===== src/rtl/swt_pkg.sv =====
// Shared types and helpers for the switching timebase.
// Assumes exactly three frequency options, each double the one before.
package swt_pkg;

    typedef enum logic [1:0] {
        FOPT_LOW  = 2'b00,
        FOPT_MID  = 2'b01,
        FOPT_HIGH = 2'b10,
        FOPT_RSV  = 2'b11
    } fopt_e;

    localparam int NUM_OPT = 3;

    // Map a select code to an option index; the reserved code falls back to low.
    function automatic logic [1:0] opt_index(input logic [1:0] sel);
        return (sel == FOPT_RSV) ? 2'd0 : sel;
    endfunction

endpackage


===== src/rtl/swt_jitter.sv =====
// Triangular jitter index generator.
// The index walks 0 -> +S -> -S -> 0, one step every DWELL clocks. While run_i
// is low it is held at zero, heading up, so each enable starts a fresh sweep.
module swt_jitter #(
    parameter int CLK_HZ    = 100_000_000,
    parameter int JIT_HZ    = 260,
    parameter int JIT_STEPS = 8
) (
    input  logic                                       clk,
    input  logic                                       rst_n,
    input  logic                                       run_i,
    output logic signed [$clog2(JIT_STEPS+1):0]        k_o
);
    localparam int KW        = $clog2(JIT_STEPS+1) + 1;
    localparam int DWELL_RAW = CLK_HZ / (JIT_HZ * 4 * JIT_STEPS);
    localparam int DWELL     = (DWELL_RAW < 1) ? 1 : DWELL_RAW;
    localparam int DWW       = $clog2(DWELL + 1);
    localparam logic signed [KW-1:0] KMAX = KW'(JIT_STEPS);
    localparam logic signed [KW-1:0] KMIN = -KMAX;
    localparam logic signed [KW-1:0] KONE = KW'(1);

    logic signed [KW-1:0] k_q;
    logic                 up_q;
    logic [DWW-1:0]       dw_q;

    // Advance the dwell timer and step the triangle on its wrap.
    always_ff @(posedge clk) begin
        if (!rst_n || !run_i) begin
            k_q  <= '0;
            up_q <= 1'b1;
            dw_q <= '0;
        end else if (dw_q == DWW'(DWELL - 1)) begin
            dw_q <= '0;
            if (up_q) begin
                if (k_q == KMAX) begin
                    up_q <= 1'b0;
                    k_q  <= k_q - KONE;
                end else begin
                    k_q <= k_q + KONE;
                end
            end else begin
                if (k_q == KMIN) begin
                    up_q <= 1'b1;
                    k_q  <= k_q + KONE;
                end else begin
                    k_q <= k_q - KONE;
                end
            end
        end else begin
            dw_q <= dw_q + DWW'(1);
        end
    end

    assign k_o = k_q;

    // the index never leaves the permitted swing.
    assert_k_in_range_R3: assert property (@(posedge clk) disable iff (!rst_n)
        (k_q <= KMAX) && (k_q >= KMIN));

    // while running, the index only ever moves by one step.
    assert_unit_step_R4: assert property (@(posedge clk) disable iff (!rst_n)
        (run_i && $past(run_i) && (k_q != $past(k_q))) |->
            ((k_q == $past(k_q) + KONE) || (k_q == $past(k_q) - KONE)));

endmodule


===== src/rtl/swt_period.sv =====
// Period and duty-point calculator.
// Combinational. It takes the option select and the jitter index and returns
// the reload length and the forced turn-off offset for the next period.
// Assumes DUTY_NUM < 2**DUTY_SHIFT and a swing well below the nominal period.
module swt_period
    import swt_pkg::*;
#(
    parameter int CLK_HZ     = 100_000_000,
    parameter int F_LOW_HZ   = 30_000,
    parameter int JIT_STEPS  = 8,
    parameter int JIT_PCT    = 7,
    parameter int DUTY_NUM   = 96,
    parameter int DUTY_SHIFT = 7
) (
    input  logic [1:0]                                 fsel_i,
    input  logic signed [$clog2(JIT_STEPS+1):0]        k_i,
    output logic [$clog2(CLK_HZ/F_LOW_HZ + 1):0]       period_o,
    output logic [$clog2(CLK_HZ/F_LOW_HZ + 1):0]       toff_o
);
    localparam int PW  = $clog2(CLK_HZ/F_LOW_HZ + 1) + 1;
    localparam int KW  = $clog2(JIT_STEPS+1) + 1;
    localparam int SW  = PW + 2;
    localparam int PPW = PW + DUTY_SHIFT;

    logic [PW-1:0] pn_arr [NUM_OPT];
    logic [PW-1:0] st_arr [NUM_OPT];

    // One nominal length and jitter step per frequency option.
    for (genvar g = 0; g < NUM_OPT; g++) begin : g_opt
        localparam int PN   = CLK_HZ / (F_LOW_HZ << g);
        localparam int STEP = (PN * JIT_PCT) / (100 * JIT_STEPS);
        assign pn_arr[g] = PW'(PN);
        assign st_arr[g] = PW'(STEP);
    end

    logic [1:0]           idx;
    logic signed [SW-1:0] kx, pnx, stx, sum;
    logic [PPW-1:0]       prod;

    // Offset the nominal length by index times step, then scale for the duty point.
    always_comb begin
        idx      = opt_index(fsel_i);
        kx       = {{(SW-KW){k_i[KW-1]}}, k_i};
        pnx      = $signed({2'b00, pn_arr[idx]});
        stx      = $signed({2'b00, st_arr[idx]});
        sum      = pnx + kx * stx;
        period_o = sum[PW-1:0];
        prod     = PPW'(period_o) * PPW'(DUTY_NUM);
        toff_o   = prod[DUTY_SHIFT +: PW];
    end

endmodule


===== src/rtl/swt_cycle.sv =====
// Switching cycle counter and window decoder.
// It latches the period and the turn-off offset at every cycle start, counts
// through the period, and decodes start, blanking, forced turn-off and the
// duty-limit flag. Assumes the turn-off offset lies beyond the blanking window.
module swt_cycle #(
    parameter int PW      = 14,
    parameter int TON_CYC = 36
) (
    input  logic          clk,
    input  logic          rst_n,
    input  logic          en_i,
    input  logic          cl_off_i,
    input  logic [PW-1:0] period_i,
    input  logic [PW-1:0] toff_i,
    output logic          run_o,
    output logic          start_o,
    output logic          dutyoff_o,
    output logic          blank_o,
    output logic          dmax_o
);
    logic          run_q;
    logic          on_q;
    logic          flag_q;
    logic [PW-1:0] cnt_q;
    logic [PW-1:0] per_q;
    logic [PW-1:0] toff_q;
    logic          wrap;

    // Window decodes from the registered count.
    always_comb begin
        start_o   = run_q && (cnt_q == '0);
        blank_o   = run_q && (cnt_q < PW'(TON_CYC));
        dutyoff_o = run_q && on_q && (cnt_q == toff_q);
        wrap      = cnt_q == (per_q - PW'(1));
    end

    // Count through each period, reload at its end, and track the on-time state.
    always_ff @(posedge clk) begin
        if (!rst_n) begin
            run_q  <= 1'b0;
            on_q   <= 1'b0;
            flag_q <= 1'b0;
            cnt_q  <= '0;
            per_q  <= '0;
            toff_q <= '0;
        end else if (!en_i) begin
            run_q  <= 1'b0;
            on_q   <= 1'b0;
            flag_q <= 1'b0;
            cnt_q  <= '0;
        end else if (!run_q || wrap) begin
            run_q  <= 1'b1;
            on_q   <= 1'b1;
            flag_q <= 1'b0;
            cnt_q  <= '0;
            per_q  <= period_i;
            toff_q <= toff_i;
        end else begin
            cnt_q <= cnt_q + PW'(1);
            if (dutyoff_o) begin
                on_q   <= 1'b0;
                flag_q <= 1'b1;
            end else if (cl_off_i && !blank_o) begin
                on_q <= 1'b0;
            end
        end
    end

    assign run_o  = run_q;
    assign dmax_o = flag_q;

    // the forced turn-off pulse lasts a single clock.
    assert_dutyoff_single_R5: assert property (@(posedge clk) disable iff (!rst_n)
        dutyoff_o |=> !dutyoff_o);

    // blanking ends exactly TON_CYC clocks into a running period.
    assert_blank_length_R6: assert property (@(posedge clk) disable iff (!rst_n)
        ($fell(blank_o) && run_q) |-> (cnt_q == PW'(TON_CYC)));

    // the flag follows a forced turn-off and is clear at every start.
    assert_flag_after_off_R9: assert property (@(posedge clk) disable iff (!rst_n)
        (dutyoff_o && en_i) |=> dmax_o);
    assert_flag_clear_start_R9: assert property (@(posedge clk) disable iff (!rst_n)
        start_o |-> !dmax_o);

    // once enable is sampled low, every output is quiet.
    assert_quiet_disabled_R10: assert property (@(posedge clk) disable iff (!rst_n)
        !en_i |=> (!start_o && !blank_o && !dutyoff_o && !dmax_o));

endmodule


===== src/rtl/swt_timebase.sv =====
// Jittered switching timebase, top level.
// It ties the jitter index, the period calculator and the cycle counter
// together. All timing is in system clocks, and the minimum on-time is
// rounded up to whole clocks.
module swt_timebase #(
    parameter int CLK_HZ     = 100_000_000,
    parameter int F_LOW_HZ   = 30_000,
    parameter int JIT_HZ     = 260,
    parameter int JIT_STEPS  = 8,
    parameter int JIT_PCT    = 7,
    parameter int DUTY_NUM   = 96,
    parameter int DUTY_SHIFT = 7,
    parameter int TON_MIN_NS = 360
) (
    input  logic       clk,
    input  logic       rst_n,
    input  logic [1:0] fsel_i,
    input  logic       en_i,
    input  logic       cl_off_i,
    output logic       start_o,
    output logic       dutyoff_o,
    output logic       blank_o,
    output logic       dmax_o
);
    localparam int PW      = $clog2(CLK_HZ/F_LOW_HZ + 1) + 1;
    localparam int KW      = $clog2(JIT_STEPS+1) + 1;
    localparam int TON_CYC = (TON_MIN_NS * (CLK_HZ / 1_000_000) + 999) / 1000;

    logic                 run;
    logic signed [KW-1:0] k;
    logic [PW-1:0]        period;
    logic [PW-1:0]        toff;

    swt_jitter #(
        .CLK_HZ   (CLK_HZ),
        .JIT_HZ   (JIT_HZ),
        .JIT_STEPS(JIT_STEPS)
    ) u_jitter (
        .clk  (clk),
        .rst_n(rst_n),
        .run_i(run),
        .k_o  (k)
    );

    swt_period #(
        .CLK_HZ    (CLK_HZ),
        .F_LOW_HZ  (F_LOW_HZ),
        .JIT_STEPS (JIT_STEPS),
        .JIT_PCT   (JIT_PCT),
        .DUTY_NUM  (DUTY_NUM),
        .DUTY_SHIFT(DUTY_SHIFT)
    ) u_period (
        .fsel_i  (fsel_i),
        .k_i     (k),
        .period_o(period),
        .toff_o  (toff)
    );

    swt_cycle #(
        .PW     (PW),
        .TON_CYC(TON_CYC)
    ) u_cycle (
        .clk      (clk),
        .rst_n    (rst_n),
        .en_i     (en_i),
        .cl_off_i (cl_off_i),
        .period_i (period),
        .toff_i   (toff),
        .run_o    (run),
        .start_o  (start_o),
        .dutyoff_o(dutyoff_o),
        .blank_o  (blank_o),
        .dmax_o   (dmax_o)
    );

endmodule


===== config.mk =====
export PLATFORM = sky130hd
export DESIGN_NAME = swt_timebase
export DESIGN_NICKNAME = d
export VERILOG_FILES = /design/src/rtl/swt_pkg.sv /design/src/rtl/swt_jitter.sv /design/src/rtl/swt_period.sv /design/src/rtl/swt_cycle.sv /design/src/rtl/swt_timebase.sv
export SDC_FILE = /design/constraint.sdc
export NUM_CORES = 1
export LEC_CHECK = 0
export BUFFER_PORTS_ARGS = -buffer_cell sky130_fd_sc_hd__buf_2
export CORE_MARGIN = 4
export CORE_UTILIZATION = 60
export CTS_BUF_LIST = sky130_fd_sc_hd__clkbuf_8
export DETAILED_ROUTE_END_ITERATION = 12
export PLACE_DENSITY = 0.77
export SKIP_CTS_REPAIR_TIMING = 1
export SYNTH_ARGS = -nofsm -noshare
export SYNTH_HDL_FRONTEND = slang
export SYNTH_SLANG_ARGS = --single-unit

===== constraint.sdc =====
create_clock -name clk -period 9.1 [get_ports clk]
set_input_delay 1.82 -clock clk [delete_from_list [all_inputs] [get_ports clk]]
set_output_delay 1.82 -clock clk [all_outputs]
set_load 0.01 [all_outputs]

Word level (Yosys, flattened, before mapping)
Index checks and enable logic that the tools add are counted.

Latch bits: 0. Bits in read-only memories: 0. Memory bits (writable): 0. Flip-flop bits (word level): 62. Memories kept: 0. Output and inout port bits: 4.

Shifts and indexed selects: 0. Muxes and demuxes: 16. Equal/unequal tests: 6. Add/sub/neg operators: 6. Multipliers: 2. $lt $le $gt $ge: 2. Reductions and logical operators: 16. Divide/modulo/power cells: 0. Bitwise operators: 3.

Operators by type and width (number): binary-select mux 13 bit (select 2 bit) (2); two-way mux 13 bit (4); == test 13 bit (2); multiplier 13 x 2 -> 15 bit, second input constant (1); two-way mux 5 bit (3); adder 14 x 1 -> 14 bit, second input constant (1); == test 14 bit, second input constant (1); multiplier 5 x 14 -> 13 bit (1); adder 13 x 1 -> 13 bit, second input constant (1); adder 13 bit (1); logical NOT 13 bit (1); < comparator 13 x 6 -> 1 bit, second input constant (1); subtractor 13 x 1 -> 13 bit, second input constant (1); two-way mux 1 bit (6); adder 5 x 2 -> 5 bit, second input constant (1); == test 5 x 4 -> 1 bit, second input constant (1); == test 5 bit, second input constant (1); logical AND 1 bit (5); subtractor 5 x 2 -> 5 bit, second input constant (1); AND reduction 2 bit (2); greater-or-equal comparator 3 bit, second input constant (1); logical NOT 1 bit (3); NOT 2 -> 3 bit (1); nonzero test 3 bit (1); 6 further kinds (8).

Logic depth before layout (Yosys ltp)
Word-level depth: 9. Depth in mapped cells: 24. Gate-level depth less buffers: 24.

By module
A second synthesis with hierarchy kept.

Cells, all modules: 767. Area, all modules: 6185.9 µm².

By module, submodules not included: swt_cycle (area an instance 3139.3 µm², times used 1, cells each 409); swt_period (area an instance 1995.7 µm², times used 1, cells each 239); swt_jitter (area an instance 1051.0 µm², times used 1, cells each 119).

Worst setup path before layout
OpenSTA, ideal clock, no wires.

Path type: input to register. Start point: input port fsel_i[0]. End point: register u_cycle.toff_q[11]. Path slack: 1897 ps. Library setup time: 116 ps. Path buffers: 0. Arrival: 7088 ps. Stages: 21. Cells stage by stage: inv_1 -> ha_1 -> inv_1 -> nand2_1 -> fa_1 -> fa_1 -> fa_1 -> inv_1 -> ha_1 -> ha_1 -> a21oi_1 -> o2111ai_1 -> xnor2_1 -> inv_1 -> ha_1 -> or3_1 -> o21ai_0 -> nor2b_1 -> a221oi_1 -> mux2i_1 -> a31o_1.

Word-level cells in the longest chain between the ends: 9.

RTL lines: start, declared (line swt_timebase.sv:17) `input logic [1:0] fsel_i,`; == test 2 bit (line swt_pkg.sv:16) `return (sel == FOPT_RSV) ? 2'd0 : sel;`; two-way mux 2 bit (*) (line swt_pkg.sv:16); NOT 2 -> 3 bit (implied by the code) (*) (line swt_period.sv:44, swt_period.sv:45); binary-select mux 13 bit (select 2 bit) (line swt_period.sv:45) `stx = $signed({2'b00, st_arr[idx]});`; two-way mux 13 bit (implied by the code) (2 in a row) (line swt_period.sv:45); multiplier 5 x 14 -> 13 bit (line swt_period.sv:46) `sum = pnx + kx * stx;`; adder 13 bit (*) (line swt_period.sv:46); multiplier 13 x 2 -> 15 bit (*) (line swt_period.sv:48) `prod = PPW'(period_o) * PPW'(DUTY_NUM);`; end signal, assigned (line swt_cycle.sv:57) `toff_q <= toff_i;`; end, declared (line swt_cycle.sv:26) `logic [PW-1:0] toff_q;`.

Mark *: on every way between the ends. The rest lies on a longest branch, timed or not. The select of a mux whose other input is x is not followed. A chain may end at the register's enable or synchronous reset.

Worst setup path after layout
Same ends and word-level chain as after synthesis.

==> impl_metrics.ini <==
[outcome]
status = completed

[yosys]
yosysTopAreaCellShare_pct = 24.5
ys_seq_elements = 62
synth_top_cell_by_area = dfxtp_1
async_flop_share_pct = 0
yosys_warnings = 0
synth.distinct_cells = 59
synth_top_flop_cell = dfxtp_1
synth-edff-count = 0
syn_inst = 619
yosys-top-cells-count = nor2_1 (93), dfxtp_1 (62), ha_1 (56), inv_1 (49), xnor2_1 (47)
avgSynthCellArea_um2 = 8.17
yosysSeqAreaShare_pct = 24.5
yosysMostFrequentCell = nor2_1
ys_top_cells_by_area = dfxtp_1 (25%), ha_1 (14%), xnor2_1 (8.1%)
synth_fp_nets = 698
synth_area_um2 = 5060

[timing]
hold_viol_final = 0
max_clock_freq_ghz = 0.133
tns_ps = 0
relSlewSlack_pct = 52.0
rsz0062_at_grt = no
min_period_ps = 7520
finalMaxSlewViolations = 0
finalSetupViolations = 0
tightestPinTransition_ps = 716
skew_ps = 9.10
period_share_pct = 82.6

[global_routing]
grt_start_max_net_pins = 43
grt_util_all_layers_pct = 22.7
overflow = 0
antenna_found_initial = 0
grt_pass1_vias = 4039
grt_pass1_wl_um = 18600

[power]
p_leak_nw = 2.30
powerDensity_nw_per_um2 = 126
vdd.ir_drop.worst_uv = 162

[floorplan]
fp.dieW_um = 99.8
rows = 33
die_h_um = 99.8
core_um2 = 8220
die-area_um2 = 9970
ioPinCount = 10
initial_core_util_pct = 61.6

[route]
num_vias = 4195
via_per_inst = 5.80
drt-total-wl_um = 10500
drt_pre_antenna_iters = 4
ant_nets = 0
route.detailed.drc = 0
initialDrtViolationCount = 205
wl_per_cell_um = 14.5

[placement]
place.gp.congestion = 0.894
placed_area_um2 = 5130
dpl.hpwl_um = 8130
port_buffers = 9

[worst_setup_path]
end_kind = register
startpoint_type = primary input
criticalPathCategory = primary input to register
crit_path_max_fanout = 7
cp.required_ps = 9340
arrival_ps = 7760

[finish]
area_growth_pct = 5.14
final_util_pct = 64.7
finalNetCount = 693
drive_gt1_share_pct = 5.02
diodes = 0
final_area_um2 = 5320

[clocking]
cts-root-buf = clkbuf_8
htreeDepth = 3
cts_tree = built
clock-sinks = 62
cts_buffers = 9
clkLatencyLatePin_ps = 340
clk_path_buf_depth = 2
clk_pin_slew_ps = 70

[worst_hold_path]
hold_path.class = register to register

[job]
cap_violations = 0
[metal layers]
metal | up-vias | track usage, % | share of wire [%]
li1 | 2113 | - | -
met2 | 82 | 36.8 | 47
met4 | 0 | 6.51 | 1.1
met5 | - | 0 | 0
met3 | 12 | 4.93 | 4.1
met1 | 1988 | 30.4 | 48
[flip-flops by register name, indices dropped and copies added, names as in the netlist, named ones only]
register        flops
u_cycle.cnt_q      13
u_cycle.dmax_o      1
u_cycle.on_q        1
u_cycle.per_q      13
u_cycle.run_o       1
u_cycle.toff_q     13
u_jitter.dw_q      14
u_jitter.k_o        5
[final timing paths]
kind | slack [ps] | to | startpoint | depth (start not counted)
setup reg to reg | 3010 | u_cycle.toff_q[11]$_SDFFE_PN0P_ | u_jitter.k_o[0]$_SDFFE_PP0P_ | 20
hold / removal | 480 | u_jitter.dw_q[0]$_SDFF_PP0_ | u_jitter.dw_q[0]$_SDFF_PP0_ | 1
setup / recovery | 1580 | u_cycle.toff_q[11]$_SDFFE_PN0P_ | fsel_i[0] | 22
hold reg to reg | 480 | u_jitter.dw_q[0]$_SDFF_PP0_ | u_jitter.dw_q[0]$_SDFF_PP0_ | 1
[report_power, final]
group          internal (mW)  switching (mW)
Clock                  0.130           0.106
Combinational         0.0594          0.0762
Sequential             0.282          0.0134
[critical path, cell delays in order]
cell       delay (ps)
buf_2             130
inv_1              50
ha_1              390
inv_1             190
nand2_1           100
fa_1              510
fa_1              520
fa_1              550
inv_1              40
ha_1              330
ha_1              330
a21oi_1           250
o2111ai_1         180
xnor2_1           390
inv_1             190
ha_1              250
or3_1             390
o21ai_0           420
nor2b_1           100
a221oi_1          330
mux2i_1           120
a31o_1            180
[cells by family after synthesis]
kind of cell,Yosys count,synth area share [%]
other cells,1,0.0741
simple gates,222,21.5
flops,62,24.5
buf+inv,78,6.08
mux,9,1.78
compound gates,103,13.2
xor+xnor,71,12.3
fa+ha+maj,73,20.6
[final cells by class]
type	instances	area (µm²)
inverter	52	195
clock inverter	5	51.3
tap	105	131
clock buffer	10	138
sequential	62	1240
timing repair buffer	10	52.6
fill	700	2900
multi-input combinational	479	3510
[through the flow]
| stage | hold WS, ps | power, mW | cells | worst slack (ps) |
|---|---|---|---|---|
| after detailed placement | 462 | 0.435 | 708 | 1260 |
| after global routing | 524 | 0.706 | 723 | 1190 |
| after CTS | 478 | 0.672 | 723 | 1630 |
| after floorplan | 441 | 0.408 | 619 | 1900 |
| after global placement | 446 | 0.431 | 708 | 1470 |
| final | 476 | 0.668 | 723 | 1580 |
[placed cells by master, fill, tap and decap left out, types with 3 or more instances in the layout]
cell / netlist / final
nor2_1: 93 / 93
dfxtp_1: 62 / 62
ha_1: 56 / 56
inv_1: 49 / 50
xnor2_1: 47 / 47
a21oi_1: 34 / 34
nand2_1: 26 / 26
xor2_1: 24 / 24
nand3_1: 20 / 20
o21ai_0: 18 / 18
fa_1: 17 / 17
nor3_1: 15 / 15
nand4_1: 11 / 11
a211oi_1: 10 / 10
clkbuf_8: 0 / 10
nor4_1: 9 / 9
nor2b_1: 9 / 9
mux2i_1: 9 / 9
and3_1: 9 / 9
buf_2: 6 / 9
or3_1: 8 / 8
a21o_1: 3 / 3
clkinv_1: 3 / 3
and2_1: 3 / 3
o2111ai_1: 3 / 3
o21bai_1: 3 / 3
or4_1: 3 / 3
nor4b_1: 3 / 3
nor3b_1: 3 / 3
o22ai_1: 3 / 3
o21a_1: 3 / 3
a311oi_1: 3 / 3
Power figures use the tool's default switching activity.
